--- src/rtl/scr_pkg.sv ---
package scr_pkg;

  localparam int          DATA_W   = 32;
  localparam int          LOCK_BIT = 31;
  localparam logic [31:0] ID_VALUE = 32'h0072_0010;

  typedef enum logic [1:0] {
    OP_WRITE  = 2'd0,
    OP_SET    = 2'd1,
    OP_CLEAR  = 2'd2,
    OP_TOGGLE = 2'd3
  } alias_op_e;

  typedef enum logic [1:0] {
    HIT_NONE = 2'd0,
    HIT_MAIN = 2'd1,
    HIT_AUX  = 2'd2,
    HIT_ID   = 2'd3
  } hit_e;

  // clock-control registers carrying a read-only lock flag
  function automatic logic has_lock(input int idx);
    case (idx)
      0, 4, 8, 12, 16: has_lock = 1'b1;
      default:         has_lock = 1'b0;
    endcase
  endfunction

  function automatic logic [31:0] main_default(input int idx);
    logic [31:0] v;
    case (idx)
      0:       v = 32'h0000_2042;
      4:       v = 32'h0060_302C;
      5:       v = 32'h06AA_AC4D;
      8:       v = 32'h0000_2000;
      12:      v = 32'h0000_1FC0;
      16:      v = 32'h0001_301B;
      default: v = 32'h0;
    endcase
    if (has_lock(idx)) v[LOCK_BIT] = 1'b1;
    return v;
  endfunction

  function automatic logic [31:0] alias_apply(input logic [31:0] cur,
                                              input alias_op_e op,
                                              input logic [31:0] data);
    case (op)
      OP_WRITE:  alias_apply = data;
      OP_SET:    alias_apply = cur | data;
      OP_CLEAR:  alias_apply = cur & ~data;
      default:   alias_apply = cur ^ data;
    endcase
  endfunction

endpackage

--- src/rtl/scr_addr_decode.sv ---
module scr_addr_decode
  import scr_pkg::*;
#(
  parameter int ADDR_W    = 16,
  parameter int MAIN_BASE = 'h060,
  parameter int MAIN_REGS = 20,
  parameter int AUX_BASE  = 'h200,
  parameter int AUX_REGS  = 8,
  parameter int ID_ADDR   = 'h800,
  localparam int MIW = (MAIN_REGS > 1) ? $clog2(MAIN_REGS) : 1,
  localparam int AIW = (AUX_REGS > 1) ? $clog2(AUX_REGS) : 1
) (
  input  logic [ADDR_W-1:0] addr,
  output hit_e              hit,
  output logic [MIW-1:0]    main_idx,
  output logic [AIW-1:0]    aux_idx,
  output alias_op_e         op
);

  localparam int SLOT_B  = 16;
  localparam int MAIN_END = MAIN_BASE + MAIN_REGS * SLOT_B;
  localparam int AUX_END  = AUX_BASE + AUX_REGS * SLOT_B;

  logic [31:0] a32, moff, aoff;
  logic        aligned, in_main, in_aux, in_id;

  always_comb begin
    a32     = 32'(addr);
    moff    = a32 - 32'(MAIN_BASE);
    aoff    = a32 - 32'(AUX_BASE);
    aligned = (addr[1:0] == 2'b00);
    in_id   = (a32 == 32'(ID_ADDR));
    in_main = (a32 >= 32'(MAIN_BASE)) && (a32 < 32'(MAIN_END));
    in_aux  = (a32 >= 32'(AUX_BASE)) && (a32 < 32'(AUX_END));
    main_idx = MIW'(moff >> 4);
    aux_idx  = AIW'(aoff >> 4);
    op       = alias_op_e'(addr[3:2]);
    // the identification word is tested first: it wins any overlap
    if (!aligned)     hit = HIT_NONE;
    else if (in_id)   hit = HIT_ID;
    else if (in_main) hit = HIT_MAIN;
    else if (in_aux)  hit = HIT_AUX;
    else              hit = HIT_NONE;
  end

endmodule

--- src/rtl/scr_alias_bank.sv ---
module scr_alias_bank
  import scr_pkg::*;
#(
  parameter int N_REGS       = 20,
  parameter bit USE_DEFAULTS = 1'b1,
  localparam int IDX_W = (N_REGS > 1) ? $clog2(N_REGS) : 1
) (
  input  logic              clk,
  input  logic              rst,
  input  logic              wr_en,
  input  logic [IDX_W-1:0]  wr_idx,
  input  alias_op_e         wr_op,
  input  logic [DATA_W-1:0] wr_data,
  input  logic [IDX_W-1:0]  rd_idx,
  output logic [DATA_W-1:0] rd_data
);

  logic [DATA_W-1:0] regs      [N_REGS];
  logic [DATA_W-1:0] rst_val   [N_REGS];
  logic [DATA_W-1:0] lock_mask [N_REGS];

  for (genvar g = 0; g < N_REGS; g++) begin : g_slot
    if (USE_DEFAULTS) begin : g_def
      assign rst_val[g]   = main_default(g);
      assign lock_mask[g] = has_lock(g) ? (DATA_W'(1) << LOCK_BIT) : '0;
    end else begin : g_zero
      assign rst_val[g]   = '0;
      assign lock_mask[g] = '0;
    end
  end

  always_ff @(posedge clk) begin
    if (rst) begin
      for (int i = 0; i < N_REGS; i++) regs[i] <= rst_val[i];
    end else if (wr_en) begin
      regs[wr_idx] <= alias_apply(regs[wr_idx], wr_op, wr_data) | lock_mask[wr_idx];
    end
  end

  assign rd_data = regs[rd_idx];

endmodule

--- src/rtl/scr_regbank.sv ---
module scr_regbank
  import scr_pkg::*;
#(
  parameter int ADDR_W    = 16,
  parameter int MAIN_BASE = 'h060,
  parameter int MAIN_REGS = 20,
  parameter int AUX_BASE  = 'h200,
  parameter int AUX_REGS  = 8,
  parameter int ID_ADDR   = 'h800
) (
  input  logic              clk,
  input  logic              rst,
  input  logic              req_valid,
  output logic              req_ready,
  input  logic [ADDR_W-1:0] req_addr,
  input  logic              req_we,
  input  logic [31:0]       req_wdata,
  output logic              rsp_valid,
  output logic [31:0]       rsp_rdata,
  output logic              rsp_err
);

  localparam int MIW = (MAIN_REGS > 1) ? $clog2(MAIN_REGS) : 1;
  localparam int AIW = (AUX_REGS > 1) ? $clog2(AUX_REGS) : 1;

  hit_e           hit;
  alias_op_e      op;
  logic [MIW-1:0] main_idx;
  logic [AIW-1:0] aux_idx;
  logic [31:0]    main_rd, aux_rd, rd_mux;
  logic           err_now;

  assign req_ready = 1'b1;

  scr_addr_decode #(
    .ADDR_W(ADDR_W), .MAIN_BASE(MAIN_BASE), .MAIN_REGS(MAIN_REGS),
    .AUX_BASE(AUX_BASE), .AUX_REGS(AUX_REGS), .ID_ADDR(ID_ADDR)
  ) u_dec (
    .addr(req_addr), .hit(hit), .main_idx(main_idx), .aux_idx(aux_idx), .op(op)
  );

  scr_alias_bank #(.N_REGS(MAIN_REGS), .USE_DEFAULTS(1'b1)) u_main (
    .clk(clk), .rst(rst),
    .wr_en(req_valid && req_we && hit == HIT_MAIN),
    .wr_idx(main_idx), .wr_op(op), .wr_data(req_wdata),
    .rd_idx(main_idx), .rd_data(main_rd)
  );

  scr_alias_bank #(.N_REGS(AUX_REGS), .USE_DEFAULTS(1'b0)) u_aux (
    .clk(clk), .rst(rst),
    .wr_en(req_valid && req_we && hit == HIT_AUX),
    .wr_idx(aux_idx), .wr_op(op), .wr_data(req_wdata),
    .rd_idx(aux_idx), .rd_data(aux_rd)
  );

  always_comb begin
    rd_mux  = '0;
    err_now = 1'b0;
    case (hit)
      HIT_MAIN: rd_mux = main_rd;
      HIT_AUX:  rd_mux = aux_rd;
      HIT_ID:   begin rd_mux = ID_VALUE; err_now = req_we; end
      default:  err_now = 1'b1;
    endcase
    if (req_we) rd_mux = '0;
  end

  always_ff @(posedge clk) begin
    if (rst) begin
      rsp_valid <= 1'b0;
      rsp_rdata <= '0;
      rsp_err   <= 1'b0;
    end else begin
      rsp_valid <= req_valid;
      rsp_rdata <= req_valid ? rd_mux : '0;
      rsp_err   <= req_valid && err_now;
    end
  end

endmodule

--- config.mk ---
export PLATFORM = sky130hd
export DESIGN_NAME = scr_regbank
export DESIGN_NICKNAME = d
export VERILOG_FILES = /design/src/rtl/scr_pkg.sv /design/src/rtl/scr_addr_decode.sv /design/src/rtl/scr_alias_bank.sv /design/src/rtl/scr_regbank.sv
export SDC_FILE = /design/constraint.sdc
export NUM_CORES = 2
export LEC_CHECK = 0
export ABC_AREA = 1
export BUFFER_PORTS_ARGS = -buffer_cell sky130_fd_sc_hd__buf_2
export CAP_MARGIN = 15
export CORE_MARGIN = 3
export CORE_UTILIZATION = 28
export DETAILED_ROUTE_END_ITERATION = 10
export GPL_TIMING_DRIVEN = 0
export PLACE_DENSITY = 0.49
export SLEW_MARGIN = 5
export SYNTH_ARGS = -nofsm -noshare
export SYNTH_HDL_FRONTEND = slang
export SYNTH_SLANG_ARGS = --single-unit
--- constraint.sdc ---
create_clock -name clk -period 6.6 [get_ports clk]
set_clock_uncertainty 0.1 [all_clocks]
set_input_delay 0.66 -clock clk [delete_from_list [all_inputs] [get_ports clk]]
set_output_delay 0.66 -clock clk [all_outputs]
set_load 0.02 [all_outputs]
==> metrics.yaml <==
drc: 0
fin_ws_ns: 0.0416
cts_tree: "yes"
grt_usage: 0.214
synth_top_flop_cell: "edfxtp_1"
holdWs_ns: 0.167
num-nets-final: 5953
grt_overflow: 0
place_congestion: 0.945
rsz0062_at_grt: "false"
crit_arrival_ns: 6.96
drtAntennaViolNets: 0
drive_above_1_share: 0.114
setup_viol: 0
cts_made_buffers: 148
post_cts_buffers: 0
synth_seq_cells: 1314
criticalPathCategory: "input pin to flip-flop"
synth_common_cells: "nand2_1 (1816), edfxtp_1 (1280), nor2_1 (970)"
yosysTopAreaCell: "edfxtp_1"
first_iter_violations: 5516
status: "finished clean"
cts.hold.buffers_added: 0
seq_power_share: 0.487
p_int_w: 0.0141
clk_latency_ns: 0.80
synthCells: 5485
postPlaceCellArea_sq_mm: 0.0629
fmaxAchievable_mhz: 152
grt_max_degree: 30
die_width_microns: 461
cpPeakStageDelay_ns: 0.77
cts.sinks: 1314
min_path_type: "input pin to flip-flop"
syn_area_sq_mm: 0.0580
clk_transition_reported_paths_ns: 0.06
cts.repair.resized: 0
reg2reg_from: "u_main.regs[1][5]"
first_pass_iters: 8
async_reset_ff_frac: 0
dieArea_sq_mm: 0.213
io_pins: 87
core_sq_mm: 0.205
fin_tns_setup_ns: 0
synth.distinct_cells: 36
cp_cell_sequence: "buf_2 > clkinv_1 > clkbuf_1 > ha_1 > buf_2 > nor2_4 > buf_2 > nand2_1 > nand2_1 > nor2_1 > nand2_2 > ha_1 > nand2_1 > o21ai_1 > inv_1 > nand3_1 > inv_1 > clkbuf_1 > nor2_1"
tightest_slew_ns: 1.28
power.share.combinational: 0.112
dpl.hpwl_microns: 166000
synth_seq_area_share: 0.674
vias_per_cell: 5.07
grt_antenna_before_repair: 15
power_density_mw_per_mm2: 288
p_switching_w: 0.00532
clk_path_buf_depth: 3
min_period_ns: 6.56
drv_slew: 0
vdd_ir_drop_max_v: 0.000304
grt_pass1_wl_microns: 319000
avgSynthCellArea_sq_um: 10.6
vias: 43422
htreeDepth: 4
finalCritPeriodShare: 0.994
cap_violations: 0
synth_edf_count: 1280
critPathCaptureType: "flip-flop"
ys_warn_count: 0
hold_viol: 0
cellLeakagePower_nw: 24.9
critPathRequiredTime_ns: 7.00
synth.top_cell.area_share: 0.662
fp.dieH_microns: 461
area_growth_pct: 16.1
yosysMostFrequentCell: "nand2_1"
start_util: 0.282
start_kind: "input pin"
clockRootBuffer: "clkbuf_16"
relSlewSlack: 0.148
rows: 166
port_buffers: 84
critPathSlowestCell: "clkbuf_1"
synth_area_leaders: "edfxtp_1 (66%), nand2_1 (12%), nor2_1 (6.3%)"
pwr-share-clk: 0.400
netSwitchingFraction: 0.274
grt_pass1_vias: 40732
post-route-cell-area_sq_mm: 0.0673
wl_per_cell_microns: 27.2
hp-start: "req_valid"
drt-total-wl_microns: 233000
path_max_fanout: 13
critPathLaunch: "req_addr[6]"
dp_slack_ns: -0.527
cell usage in the layout (no fill, tap or decap), types with 14 or more instances in the layout:
cell       count
nand2_1     1788
o2111ai_1     16
o211ai_1      37
buf_2        313
ha_1         135
inv_1        196
nand3_1       88
a21o_1        14
a21oi_1       75
buf_4         20
dfxtp_1       34
nor2_1       958
inv_2         26
clkbuf_1     134
buf_12        28
clkbuf_16    150
nand2_2       49
nand4_1      273
nor2_4        23
o22ai_1       16
edfxtp_1    1280
a22oi_1       44
clkinv_1      35
o21ai_0       40
through the flow:
stage                     total power, W  std cells  utilization
after floorplan                   0.0106       5490            -
after global placement            0.0117       8262        0.301
after detailed placement          0.0118       8303        0.306
after CTS                         0.0194       8558        0.328
after global routing              0.0199       8564        0.328
final                             0.0194       8568        0.328
layer usage:
layer | GRT usage | up-vias | routed length (microns)
met5 | 0 | - | 0
met4 | 0.0879 | 0 | 10500
met3 | 0.0458 | 399 | 21700
met2 | 0.336 | 2169 | 105000
met1 | 0.287 | 21768 | 95700
li1 | - | 19086 | -
area by class of cell:
class                   instances  area [sq um]
clock inverters                67           524
well taps                    2688          3360
diodes                          9          22.5
multi-input cells            3598         16500
clock buffers                 188          3900
plain buffers                 355          1700
fillers                     20870        138000
flip-flops and latches       1314         39100
repair buffers                126          1330
inverters                     223           837
cell families (layout without fill, tap and decap cells):
kind of cell,after synthesis,after routing,share of synthesized area
and+or+nand+nor,3199,3199,0.224
AOI/OAI and AO/OA,258,258,0.0286
buffers and inverters,578,959,0.0438
other,1,15,0.0000646
DFF,1314,1314,0.674
adders and majority gates,135,135,0.0291
state kept, by name, indices dropped and copies added, names as in the netlist:
name,count
rsp_err,1
rsp_rdata,32
rsp_valid,1
u_aux.regs,256
u_main.regs,1024
power groups by stage:
stage / Sequential [W] / Clock (W) / Combinational, W
2_1_floorplan: 0.00962 / 0 / 0.00101
3_3_place_gp: 0.00964 / 0 / 0.00206
3_5_place_dp: 0.00963 / 0 / 0.00214
4_1_cts: 0.00946 / 0.00783 / 0.00214
5_1_grt: 0.00947 / 0.00813 / 0.00227
6_report: 0.00946 / 0.00777 / 0.00218
final timing paths:
check / endpoint / slack [ns] / cells past startpoint
setup / recovery: u_main.regs[4][10] / 0.04 / 19
hold / removal: rsp_valid / 0.17 / 3
setup reg to reg: u_main.regs[3][5] / 2.03 / 13
hold reg to reg: rsp_rdata[23] / 0.70 / 4
critical path: cells and delay by family:
family          cells  cell delay [ns]
buf+inv             8             3.30
simple gates        8             2.04
fa+ha+maj           2             0.83
compound gates      1             0.06
No activity file was read; power rests on OpenSTA's default activity.
